[config.mk]
export PLATFORM = sky130hd
export DESIGN_NAME = wr_lane_mux
export DESIGN_NICKNAME = d
export VERILOG_FILES = /design/src/rtl/wlm_pkg.sv /design/src/rtl/wlm_cfg_decode.sv /design/src/rtl/wlm_beat_seq.sv /design/src/rtl/wlm_lane_steer.sv /design/src/rtl/wr_lane_mux.sv
export SDC_FILE = /design/constraint.sdc
export NUM_CORES = 1
export LEC_CHECK = 0
export BUFFER_PORTS_ARGS = -buffer_cell sky130_fd_sc_hd__buf_2
export CAP_MARGIN = 20
export CORE_MARGIN = 2
export CORE_UTILIZATION = 25
export CTS_CLUSTER_DIAMETER = 60
export DETAILED_ROUTE_END_ITERATION = 12
export SLEW_MARGIN = 10
export SYNTH_ARGS = -nofsm -noshare
export SYNTH_HDL_FRONTEND = slang
export SYNTH_SLANG_ARGS = --single-unit
export TNS_END_PERCENT = 5
[constraint.sdc]
create_clock -name clk -period 2.12 [get_ports clk]
set_clock_uncertainty 0.2 [all_clocks]
set_input_delay 0.424 -clock clk [delete_from_list [all_inputs] [get_ports clk]]
set_output_delay 0.424 -clock clk [all_outputs]
set_load 0.01 [all_outputs]
[src/rtl/wlm_pkg.sv]
package wlm_pkg;

    localparam int IN_W      = 64;
    localparam int BUS_W     = 32;
    localparam int HALF_W    = 16;
    localparam int CODE_W    = 3;
    localparam int CS_NUM    = 2;
    localparam int CS_W      = (CS_NUM > 1) ? $clog2(CS_NUM) : 1;
    localparam int LANES     = BUS_W / 8;
    localparam int HALVES    = IN_W / HALF_W;
    localparam int FULLS     = IN_W / BUS_W;
    localparam int IDX_W     = $clog2(HALVES);
    localparam int FULL_IDXW = (FULLS > 1) ? $clog2(FULLS) : 1;

    typedef enum logic [1:0] {
        MODE_W32    = 2'd0,
        MODE_H16_LO = 2'd1,
        MODE_H16_HI = 2'd2,
        MODE_BAD    = 2'd3
    } mode_e;

    typedef logic [IDX_W-1:0] beat_idx_t;

    typedef struct packed {
        logic [BUS_W-1:0] data;
        logic [LANES-1:0] lane_en;
    } beat_t;

    function automatic mode_e decode_code(logic [CODE_W-1:0] code);
        case (code)
            3'd0, 3'd1: return MODE_W32;
            3'd2, 3'd7: return MODE_H16_LO;
            3'd3:       return MODE_H16_HI;
            default:    return MODE_BAD;
        endcase
    endfunction

    function automatic beat_idx_t last_beat(mode_e m);
        if (m == MODE_W32) return beat_idx_t'(FULLS - 1);
        return beat_idx_t'(HALVES - 1);
    endfunction

endpackage

[src/rtl/wlm_cfg_decode.sv]
module wlm_cfg_decode
    import wlm_pkg::*;
(
    input  logic [CS_NUM*CODE_W-1:0] mux_cfg,
    input  logic [CS_W-1:0]          cs,
    output mode_e                    mode
);
    logic [CODE_W-1:0] fields [CS_NUM];

    for (genvar g = 0; g < CS_NUM; g++) begin : g_field
        assign fields[g] = mux_cfg[g*CODE_W +: CODE_W];
    end

    assign mode = decode_code(fields[cs]);
endmodule

[src/rtl/wlm_beat_seq.sv]
module wlm_beat_seq
    import wlm_pkg::*;
(
    input  logic            clk,
    input  logic            rst,
    input  logic            in_valid,
    input  logic [IN_W-1:0] in_data,
    input  mode_e           mode_in,
    input  logic            out_ready,
    output logic            in_ready,
    output logic            busy,
    output logic [IN_W-1:0] word_q,
    output mode_e           mode_q,
    output beat_idx_t       idx_q,
    output logic            err_q
);
    logic accept;
    assign in_ready = ~busy;
    assign accept   = in_valid & ~busy;

    always_ff @(posedge clk) begin
        if (rst) begin
            busy   <= 1'b0;
            err_q  <= 1'b0;
            idx_q  <= '0;
            mode_q <= MODE_W32;
            word_q <= '0;
        end else begin
            err_q <= 1'b0;
            if (accept) begin
                if (mode_in == MODE_BAD) begin
                    err_q <= 1'b1;
                end else begin
                    busy   <= 1'b1;
                    word_q <= in_data;
                    mode_q <= mode_in;
                    idx_q  <= '0;
                end
            end else if (busy && out_ready) begin
                if (idx_q == last_beat(mode_q)) busy <= 1'b0;
                else                            idx_q <= idx_q + 1'b1;
            end
        end
    end
endmodule

[src/rtl/wlm_lane_steer.sv]
module wlm_lane_steer
    import wlm_pkg::*;
(
    input  logic            valid,
    input  logic [IN_W-1:0] word,
    input  mode_e           mode,
    input  beat_idx_t       idx,
    output beat_t           beat
);
    localparam int HALF_LANES = HALF_W / 8;

    logic [HALF_W-1:0] halves [HALVES];
    logic [BUS_W-1:0]  fulls  [FULLS];
    logic [HALF_W-1:0] half_sel;
    logic [BUS_W-1:0]  full_sel;

    for (genvar h = 0; h < HALVES; h++) begin : g_half
        assign halves[h] = word[h*HALF_W +: HALF_W];
    end
    for (genvar f = 0; f < FULLS; f++) begin : g_full
        assign fulls[f] = word[f*BUS_W +: BUS_W];
    end

    assign half_sel = halves[idx];
    assign full_sel = fulls[idx[FULL_IDXW-1:0]];

    for (genvar l = 0; l < LANES; l++) begin : g_lane
        localparam bit UPPER = (l >= LANES/2);
        logic en;
        assign en = valid && ((mode == MODE_W32) ||
                              (mode == MODE_H16_LO && !UPPER) ||
                              (mode == MODE_H16_HI &&  UPPER));
        assign beat.lane_en[l]     = en;
        assign beat.data[l*8 +: 8] = !en ? 8'h00 :
            (mode == MODE_W32) ? full_sel[l*8 +: 8]
                               : half_sel[(l % HALF_LANES)*8 +: 8];
    end
endmodule

[src/rtl/wr_lane_mux.sv]
module wr_lane_mux
    import wlm_pkg::*;
(
    input  logic                     clk,
    input  logic                     rst,
    input  logic [CS_NUM*CODE_W-1:0] mux_cfg,
    input  logic                     in_valid,
    output logic                     in_ready,
    input  logic [CS_W-1:0]          in_cs,
    input  logic [IN_W-1:0]          in_data,
    output logic                     out_valid,
    input  logic                     out_ready,
    output logic [BUS_W-1:0]         out_data,
    output logic [LANES-1:0]         out_lane_en,
    output logic                     cfg_err
);
    mode_e           mode_sel;
    mode_e           mode_q;
    logic [IN_W-1:0] word_q;
    beat_idx_t       idx_q;
    logic            busy;
    beat_t           beat;

    wlm_cfg_decode u_dec (
        .mux_cfg (mux_cfg),
        .cs      (in_cs),
        .mode    (mode_sel)
    );

    wlm_beat_seq u_seq (
        .clk       (clk),
        .rst       (rst),
        .in_valid  (in_valid),
        .in_data   (in_data),
        .mode_in   (mode_sel),
        .out_ready (out_ready),
        .in_ready  (in_ready),
        .busy      (busy),
        .word_q    (word_q),
        .mode_q    (mode_q),
        .idx_q     (idx_q),
        .err_q     (cfg_err)
    );

    wlm_lane_steer u_steer (
        .valid (busy),
        .word  (word_q),
        .mode  (mode_q),
        .idx   (idx_q),
        .beat  (beat)
    );

    assign out_valid   = busy;
    assign out_data    = beat.data;
    assign out_lane_en = beat.lane_en;
endmodule

==> report_table.html, run 1 <==
<table>
<tr><th>Metric</th><th>Value</th></tr>
<tr><th colspan="2">Critical path</th></tr>
<tr><td>Cell depth of the worst flop-to-flop path</td><td>5</td></tr>
<tr><td>Highest fanout seen on the critical path</td><td>9</td></tr>
<tr><td>Worst Path Required</td><td>1.50 ns</td></tr>
<tr><td>Flop-to-flop setup slack</td><td>0.36 ns</td></tr>
<tr><td>CP max-delay cell</td><td>mux4_2</td></tr>
<tr><td>Chain of cells forming the critical path</td><td>buf_12, mux4_2, nor2_2, a211oi_1, buf_2</td></tr>
<tr><td>Signal arrival time at the worst endpoint</td><td>1.71 ns</td></tr>
<tr><td>Category of cells accounting for the largest share of critical-path delay</td><td>multiplexers</td></tr>
<tr><td>Classification of the worst setup path</td><td>reg2out</td></tr>
<tr><td>Kind of start point of the critical path</td><td>register</td></tr>
<tr><td>Crit path largest cell delay</td><td>0.51 ns</td></tr>
<tr><td>Combined buffer and inverter count along the critical path</td><td>2</td></tr>
<tr><td>Startpoint of the worst register-to-register path</td><td>u_seq.busy</td></tr>
<tr><td>Critical Path Sink Type</td><td>output port</td></tr>
<tr><td>Destination of the worst register-to-register timing path</td><td>u_seq.word_q[3]</td></tr>
<tr><th colspan="2">Synth</th></tr>
<tr><td>Cell count after synthesis</td><td>437</td></tr>
<tr><td>Portion of the post-synthesis area used by sequential elements</td><td>35.3%</td></tr>
<tr><td>Number of distinct library cell variants in the gate-level netlist after synthesis</td><td>31</td></tr>
<tr><td>Synth Cell Area</td><td>3970 µm²</td></tr>
<tr><td>Count of state elements after synthesis</td><td>70</td></tr>
<tr><td>Mean cell area of the mapped netlist</td><td>9.09 µm²</td></tr>
<tr><td>Syn_nets</td><td>512</td></tr>
<tr><td>YS warnings</td><td>0</td></tr>
<tr><th colspan="2">Run status</th></tr>
<tr><td>Status</td><td>finished, violations left</td></tr>
<tr><td>Violated checks</td><td>negative setup slack</td></tr>
<tr><th colspan="2">Placement</th></tr>
<tr><td>HPWL after detailed placement</td><td>7960 µm</td></tr>
<tr><td>IO buf count</td><td>113</td></tr>
<tr><td>Final weighted congestion of routability-driven global placement</td><td>0.746</td></tr>
<tr><th colspan="2">Routing</th></tr>
<tr><td>Number of optimization iterations in the first detailed-route pass</td><td>4</td></tr>
<tr><td>Vias after detailed routing</td><td>3,475</td></tr>
<tr><td>Final wirelength</td><td>11,500 µm</td></tr>
<tr><td>DR WL/cell</td><td>15.0 µm</td></tr>
<tr><td>Via/cell ratio</td><td>4.52</td></tr>
<tr><td>DRT antenna net count</td><td>0</td></tr>
<tr><td>Remaining DRCs</td><td>0</td></tr>
<tr><td>Iteration-0 DRC count of the detailed router</td><td>123</td></tr>
<tr><th colspan="2">Clock tree</th></tr>
<tr><td>TritonCTS clock tree</td><td>yes</td></tr>
<tr><td>Clock-pin slew on the worst setup and hold paths</td><td>0.06 ns</td></tr>
<tr><td>Root Buffer</td><td>clkbuf_16</td></tr>
<tr><td>Hold-fix buffers, CTS</td><td>0</td></tr>
<tr><td>Number of H-tree levels</td><td>3</td></tr>
<tr><td>Max Buffers Root-to-Sink</td><td>2</td></tr>
<tr><td>Number of buffers inserted during clock tree synthesis</td><td>9</td></tr>
<tr><td>Total clock sinks</td><td>70</td></tr>
<tr><td>Clk Latency, worst-skew pair</td><td>0.33 ns</td></tr>
<tr><th colspan="2">Hold path</th></tr>
<tr><td>Hold Path Sink</td><td>u_seq.word_q[15]</td></tr>
<tr><td>Hold path start</td><td>in_data[15]</td></tr>
<tr><td>Worst hold path stage count</td><td>3</td></tr>
<tr><td>Hold Path Class</td><td>in2reg</td></tr>
<tr><th colspan="2">Floorplan</th></tr>
<tr><td>CORE AREA</td><td>15,700 µm²</td></tr>
<tr><td>Row Count</td><td>46</td></tr>
<tr><td>Top-Level Pins</td><td>114</td></tr>
<tr><td>Initial standard-cell utilization of the core</td><td>25.3%</td></tr>
<tr><td>Die width</td><td>130 µm</td></tr>
<tr><td>Overall die height</td><td>130 µm</td></tr>
<tr><td>Full die area</td><td>16,900 µm²</td></tr>
<tr><th colspan="2">Finish</th></tr>
<tr><td>Layout Nets</td><td>622</td></tr>
<tr><td>Share of layout cells above drive strength 1</td><td>36.8%</td></tr>
<tr><td>Leading cell type in the layout, fill and taps excluded</td><td>nand2_1</td></tr>
<tr><td>Area growth from synthesis to final layout</td><td>36.6%</td></tr>
<tr><td>Number of diodes added for antenna fixing</td><td>0</td></tr>
<tr><td>Number of filler instances in the final layout</td><td>1,627</td></tr>
<tr><td>Commonest non-fill, non-tap cells in the layout</td><td>nand2_1 (133), buf_2 (113), mux2i_1 (96), dfxtp_1 (67), a211oi_1 (27)</td></tr>
<tr><th colspan="2">Run</th></tr>
<tr><td>MaxCap Viol Count</td><td>0</td></tr>
<tr><th colspan="2">Power</th></tr>
<tr><td>Leak</td><td>2.20 nW</td></tr>
<tr><td>Power per unit of standard cell area</td><td>735 nW/µm²</td></tr>
<tr><td>Peak supply drop</td><td>0.387 mV</td></tr>
<tr><td>Overall power of the completed layout</td><td>3.99 mW</td></tr>
<tr><th colspan="2">STA</th></tr>
<tr><td>Worst setup slack after layout</td><td>-0.211 ns</td></tr>
<tr><td>Relative slew margins</td><td>78.6%</td></tr>
<tr><td>Period utilisation layout</td><td>110%</td></tr>
<tr><td>RSZ-0062 raised after global routing</td><td>true</td></tr>
<tr><td>Final Setup Violations</td><td>32</td></tr>
<tr><td>Fin. Hold Viols</td><td>0</td></tr>
<tr><td>Worst hold slack after final layout</td><td>0.133 ns</td></tr>
<tr><td>Shortest clock period the worst path allows after layout</td><td>2.33 ns</td></tr>
<tr><td>Worst slew pin tran</td><td>0.320 ns</td></tr>
<tr><td>Pins Over Slew Limit</td><td>0</td></tr>
<tr><td>Max frequency</td><td>0.429 GHz</td></tr>
<tr><td>Setup TNS</td><td>-5.61 ns</td></tr>
<tr><th colspan="2">Global routing</th></tr>
<tr><td>Pin count of the biggest net entering global routing</td><td>65</td></tr>
<tr><td>Initial antenna violation count</td><td>2</td></tr>
<tr><td>Remaining global-route overflow</td><td>0</td></tr>
<tr><td>Via count of the first global-routing pass</td><td>3,339</td></tr>
<tr><td>Total global-route track usage</td><td>13.6%</td></tr>
<tr><td>Wire length of the first global-routing pass</td><td>17,600 µm</td></tr>
</table>
stage by stage:
stage	instance area, µm²	utilization, %	worst slack [ns]	instances
2_1_floorplan	3970	-	0.215	437
3_5_place_dp	4890	31.1	0.0456	743
3_3_place_gp	4890	31.1	0.0654	743
6_report	5430	34.5	-0.211	768
4_1_cts	5350	34.1	-0.214	766
5_1_grt	5430	34.5	-0.269	768
flip-flops by register name, indices dropped and copies added (netlist names):
signal        cells
u_seq.idx_q       2
u_seq.err_q       1
u_seq.word_q     64
u_seq.mode_q      2
u_seq.busy        1
timing repair:
| action | CTS | global route |
|---|---|---|
| resized for setup | 22 | 10 |
| endpoints found under the setup margin | 32 | 32 |
| pin swaps | 4 | 2 |
| gates cloned | 1 | 1 |
| buffers inserted | 6 | 1 |
how the worst max path moves through the flow:
stage | from | end | slack [ns] | cells after the start
3_5_place_dp | u_seq.idx_q[1] | out_data[5] | 0.05 | 5
2_1_floorplan | u_seq.idx_q[0] | out_data[0] | 0.22 | 5
3_3_place_gp | u_seq.idx_q[1] | out_data[21] | 0.07 | 5
5_1_grt | u_seq.idx_q[1] | out_data[21] | -0.27 | 5
4_1_cts | u_seq.idx_q[1] | out_data[19] | -0.21 | 5
6_report | u_seq.idx_q[0] | out_data[30] | -0.21 | 5
power breakdown:
part           switching (mW)  total (mW)  internal [mW]
Sequential             0.0814        1.49           1.41
Clock                   0.567        1.61           1.04
Combinational           0.449       0.885          0.436
Total                    1.10        3.99           2.89
synthesized netlist by cell type:
master     count  area, µm²
o221a_2        1       11.3
buf_2          3       15.0
buf_8          1       15.0
o21ai_0        1       5.00
nand2_1      133        499
nor3_1         1       5.00
buf_4         16        120
and3_1         1       6.26
inv_1          4       15.0
a21oi_1        4       20.0
nor2_1        18       67.6
nand2b_1       3       18.8
mux2i_1       96        961
mux4_2        16        360
a311o_1        1       10.0
a211o_1        1       8.76
o32ai_1        1       8.76
a31oi_1        1       6.26
or3_1          2       12.5
buf_6          1       11.3
nor2b_1        1       6.26
a22oi_1        1       7.51
a32o_1         1       10.0
a211oi_1      32        240
dfxtp_1       70       1400
o2bb2ai_1      1       8.76
and2_4         1       8.76
clkinv_1       1       3.75
clkbuf_1      22       82.6
a221oi_2       1       15.0
mux2_2         1       11.3
area by class of cell:
cell class | count | area, µm² | area share, %
clock buffers | 14 | 284 | 5.23
clock inverters | 2 | 37.5 | 0.692
inverters | 5 | 21.3 | 0.392
multi-input cells | 319 | 2430 | 44.7
flip-flops and latches | 70 | 1410 | 25.9
well taps | 216 | 270 | 4.98
repair buffers | 142 | 980 | 18.0
layer usage:
metal  GRT usage (%)  vias up  wire, µm
met5               0        -        19
met4            5.57        4       208
met2            20.2       84      5010
met3            2.75       17       493
met1            19.3     1625      5750
li1                -     1745         -
worst min-delay path, cell delays in order:
cell	delay, ns
buf_2	0.09
nand2_1	0.04
mux2i_1	0.05
cell families after synthesis:
kind of cell,share of synthesized area [%]
AOI/OAI and AO/OA,8.85
muxes,33.5
buffers and inverters,6.61
and+or+nand+nor,15.7
DFF,35.3
Power figures use the tool's default switching activity.
==> inputs of run 2 (changes only) <==
Settings changed: CORE_MARGIN 2 to not set, GPL_TIMING_DRIVEN set to 0, SYNTH_HIERARCHICAL set to 1.
==> run 2 against run 1 <==
Utilization up 1.8 points. Synthesized cell count grew 16%. Flip-flop and latch count unchanged. Fmax shrank 1.8%. Design area up 11%. The flow still finishes with violations (negative setup slack). Via count grew 30%. Count of clock-buffer cells in the layout is 2 lower. Critical path type unchanged. Sequential share of layout area shrank 2.5 points.
==> report_table.html, run 2 <==
<table>
<tr><th>Metric</th><th>Value</th></tr>
<tr><th colspan="2">Clock tree</th></tr>
<tr><td>Root Buffer</td><td>clkbuf_16</td></tr>
<tr><td>Number of H-tree levels</td><td>3</td></tr>
<tr><td>Max Buffers Root-to-Sink</td><td>2</td></tr>
<tr><td>Clk Latency, worst-skew pair</td><td>0.33 ns</td></tr>
<tr><td>Number of buffers inserted during clock tree synthesis</td><td>9</td></tr>
<tr><td>TritonCTS clock tree</td><td>yes</td></tr>
<tr><td>Clock-pin slew on the worst setup and hold paths</td><td>0.06 ns</td></tr>
<tr><td>Total clock sinks</td><td>70</td></tr>
<tr><th colspan="2">Global routing</th></tr>
<tr><td>Wire length of the first global-routing pass</td><td>24,500 µm</td></tr>
<tr><td>Remaining global-route overflow</td><td>0</td></tr>
<tr><td>Initial antenna violation count</td><td>0</td></tr>
<tr><td>Total global-route track usage</td><td>18.2%</td></tr>
<tr><td>Pin count of the biggest net entering global routing</td><td>12</td></tr>
<tr><td>Via count of the first global-routing pass</td><td>4,427</td></tr>
<tr><th colspan="2">Synth</th></tr>
<tr><td>Number of enable-type register cells in the synthesized netlist</td><td>0</td></tr>
<tr><td>Count of state elements after synthesis</td><td>70</td></tr>
<tr><td>Largest cells by area after synthesis</td><td>dfxtp_1 (33%), a21oi_1 (7.9%), nand3_1 (7.5%), o21ai_0 (6.8%), a211oi_1 (5.6%)</td></tr>
<tr><td>YS warnings</td><td>6</td></tr>
<tr><td>Commonest cells in the netlist</td><td>dfxtp_1 (70), a21oi_1 (67), nand3_1 (64), o21ai_0 (58), a211oi_1 (32)</td></tr>
<tr><td>Synth Cell Area</td><td>4260 µm²</td></tr>
<tr><td>Cell count after synthesis</td><td>508</td></tr>
<tr><td>Portion of the post-synthesis area used by sequential elements</td><td>32.9%</td></tr>
<tr><td>Syn_nets</td><td>583</td></tr>
<tr><td>Number of distinct library cell variants in the gate-level netlist after synthesis</td><td>39</td></tr>
<tr><td>Fraction of registers with async set or reset after synthesis</td><td>0%</td></tr>
<tr><td>Main flop type after synthesis</td><td>dfxtp_1</td></tr>
<tr><td>Cell type contributing the most total cell area after synthesis</td><td>dfxtp_1</td></tr>
<tr><td>Cell with the most instances after synthesis</td><td>dfxtp_1</td></tr>
<tr><td>Share of the synthesized area in the top cell type</td><td>32.9%</td></tr>
<tr><td>Mean cell area of the mapped netlist</td><td>8.39 µm²</td></tr>
<tr><th colspan="2">Finish</th></tr>
<tr><td>Leading cell type in the layout, fill and taps excluded</td><td>buf_2</td></tr>
<tr><td>Max reg flops</td><td>64</td></tr>
<tr><td>Registers with the most flip-flops</td><td>u_seq/word_q: 64 flops, u_seq/idx_q: 2 flops, u_seq/mode_q: 2 flops</td></tr>
<tr><td>Area growth from synthesis to final layout</td><td>42.0%</td></tr>
<tr><td>Layout Nets</td><td>721</td></tr>
<tr><td>Commonest non-fill, non-tap cells in the layout</td><td>buf_2 (119), a21oi_1 (67), dfxtp_1 (65), nand3_1 (64), o21ai_0 (58)</td></tr>
<tr><td>Reg with most FFs</td><td>u_seq/word_q</td></tr>
<tr><td>Share of layout cells above drive strength 1</td><td>44.2%</td></tr>
<tr><td>Number of filler instances in the final layout</td><td>1,751</td></tr>
<tr><td>Number of diodes added for antenna fixing</td><td>0</td></tr>
<tr><th colspan="2">Placement</th></tr>
<tr><td>Final weighted congestion of routability-driven global placement</td><td>0.855</td></tr>
<tr><td>IO buf count</td><td>112</td></tr>
<tr><td>HPWL after detailed placement</td><td>11,700 µm</td></tr>
<tr><th colspan="2">Critical path</th></tr>
<tr><td>Destination of the worst register-to-register timing path</td><td>u_seq/word_q[41]</td></tr>
<tr><td>Highest fanout seen on the critical path</td><td>7</td></tr>
<tr><td>Classification of the worst setup path</td><td>reg2out</td></tr>
<tr><td>Launching instance or port of the critical path</td><td>u_seq/idx_q[1]</td></tr>
<tr><td>Startpoint of the worst register-to-register path</td><td>u_seq/busy</td></tr>
<tr><td>Crit path largest cell delay</td><td>0.45 ns</td></tr>
<tr><td>Critical Path Sink Type</td><td>output port</td></tr>
<tr><td>Signal arrival time at the worst endpoint</td><td>1.75 ns</td></tr>
<tr><td>Kind of start point of the critical path</td><td>register</td></tr>
<tr><td>Worst Path Required</td><td>1.50 ns</td></tr>
<tr><td>Flop-to-flop setup slack</td><td>0.60 ns</td></tr>
<tr><td>Timing endpoint of the critical path</td><td>out_data[2]</td></tr>
<tr><td>Chain of cells forming the critical path</td><td>clkbuf_16, mux2_4, o22ai_2, nor3_2, buf_2</td></tr>
<tr><td>CP max-delay cell</td><td>dfxtp_4</td></tr>
<tr><td>Cell depth of the worst flop-to-flop path</td><td>4</td></tr>
<tr><th colspan="2">STA</th></tr>
<tr><td>Fin. Hold Viols</td><td>0</td></tr>
<tr><td>RSZ-0062 raised after global routing</td><td>true</td></tr>
<tr><td>Relative slew margins</td><td>57.3%</td></tr>
<tr><td>Pins Over Slew Limit</td><td>0</td></tr>
<tr><td>Final Setup Violations</td><td>36</td></tr>
<tr><td>Max frequency</td><td>0.421 GHz</td></tr>
<tr><td>Shortest clock period the worst path allows after layout</td><td>2.37 ns</td></tr>
<tr><td>Worst slew pin tran</td><td>0.640 ns</td></tr>
<tr><td>Worst setup slack after layout</td><td>-0.253 ns</td></tr>
<tr><td>Setup TNS</td><td>-6.83 ns</td></tr>
<tr><td>Period utilisation layout</td><td>112%</td></tr>
<tr><th colspan="2">Power</th></tr>
<tr><td>Overall power of the completed layout</td><td>4.30 mW</td></tr>
<tr><td>Leak</td><td>2.40 nW</td></tr>
<tr><td>Peak supply drop</td><td>0.418 mV</td></tr>
<tr><td>Power per unit of standard cell area</td><td>711 nW/µm²</td></tr>
<tr><th colspan="2">Floorplan</th></tr>
<tr><td>Overall die height</td><td>133 µm</td></tr>
<tr><td>Initial standard-cell utilization of the core</td><td>25.6%</td></tr>
<tr><td>Row Count</td><td>47</td></tr>
<tr><td>Top-Level Pins</td><td>114</td></tr>
<tr><td>Full die area</td><td>17,600 µm²</td></tr>
<tr><td>Die width</td><td>133 µm</td></tr>
<tr><td>CORE AREA</td><td>16,600 µm²</td></tr>
<tr><th colspan="2">Routing</th></tr>
<tr><td>DR WL/cell</td><td>18.6 µm</td></tr>
<tr><td>Number of optimization iterations in the first detailed-route pass</td><td>5</td></tr>
<tr><td>Final wirelength</td><td>16,200 µm</td></tr>
<tr><td>DRT antenna net count</td><td>0</td></tr>
<tr><td>Via/cell ratio</td><td>5.17</td></tr>
<tr><td>Vias after detailed routing</td><td>4,507</td></tr>
<tr><td>Iteration-0 DRC count of the detailed router</td><td>351</td></tr>
<tr><td>Remaining DRCs</td><td>0</td></tr>
<tr><th colspan="2">Run status</th></tr>
<tr><td>Status</td><td>finished, violations left</td></tr>
<tr><td>Violated checks</td><td>negative setup slack</td></tr>
<tr><th colspan="2">Run</th></tr>
<tr><td>MaxCap Viol Count</td><td>0</td></tr>
<tr><th colspan="2">Hold path</th></tr>
<tr><td>Hold Path Class</td><td>in2reg</td></tr>
</table>
[run 2: cell type report]
cell class,count,area [µm²],area share (%)
plain buffers,58,526,8.69
clock buffers,12,256,4.24
clock inverters,4,45.0,0.745
inverters,5,18.8,0.310
multi-input cells,372,2760,45.6
flip-flops and latches,70,1420,23.4
well taps,220,275,4.55
repair buffers,130,754,12.5
[run 2: worst min-delay path by stage]
stage | start | end | slack (ns) | cells past startpoint
floorplan | u_seq/word_q[15] | u_seq/word_q[15] | 0.26 | 2
global placement | u_seq/word_q[27] | u_seq/word_q[27] | 0.27 | 2
detailed placement | u_seq/word_q[21] | u_seq/word_q[21] | 0.29 | 2
CTS | in_data[58] | u_seq/word_q[58] | 0.13 | 3
global route | in_data[20] | u_seq/word_q[20] | 0.13 | 3
finish | in_data[58] | u_seq/word_q[58] | 0.13 | 3
[run 2: critical path, delay by kind of cell, from the launching register on]
family,cells,cell delay (ns)
buffers and inverters,2,0.34
AO/OA/AOI/OAI,1,0.23
flip-flops,1,0.45
AND/OR/NAND/NOR,1,0.09
multiplexers,1,0.30
[run 2: timing repair]
action                                  CTS  global route
pin swaps                                20            17
setup buffers                            14             2
endpoints found under the setup margin   36            36
hold buffers                              0             0
gates cloned                              1             2
gates resized for setup                  78            46
[run 2: per-stage QoR]
step | setup slack [ns] | instance area [µm²] | cells | utilization, % | hold slack [ns]
5_1_grt | -0.288 | 6050 | 871 | 36.4 | 0.133
4_1_cts | -0.252 | 5840 | 870 | 35.1 | 0.126
2_1_floorplan | 0.261 | 4260 | 508 | - | 0.258
6_report | -0.253 | 6050 | 871 | 36.4 | 0.132
3_5_place_dp | -0.226 | 5100 | 840 | 30.6 | 0.287
3_3_place_gp | -0.221 | 5100 | 840 | 30.6 | 0.273
[run 2: logic make-up (layout without fill, tap and decap cells)]
group / after synthesis / in the layout / synth area share [%]
compound gates: 187 / 187 / 27.1
mux: 33 / 33 / 9.13
buf+inv: 66 / 209 / 10.8
flops: 70 / 70 / 32.9
simple gates: 149 / 149 / 19.5
xor+xnor: 3 / 3 / 0.617
[run 2: metal layers]
| layer | vias up | global-route usage [%] | wire (µm) |
|---|---|---|---|
| met3 | 34 | 4.10 | 866 |
| met1 | 2186 | 23.7 | 7200 |
| met4 | 0 | 7.73 | 570 |
| met2 | 155 | 28.7 | 7550 |
| met5 | - | 0 | 0 |
| li1 | 2132 | - | - |
[run 2: where the power goes]
part           switching, mW  total, mW  internal (mW)
Sequential             0.106       1.52           1.41
Clock                  0.558       1.53          0.968
Combinational          0.686       1.25          0.567
Total                   1.35       4.30           2.95
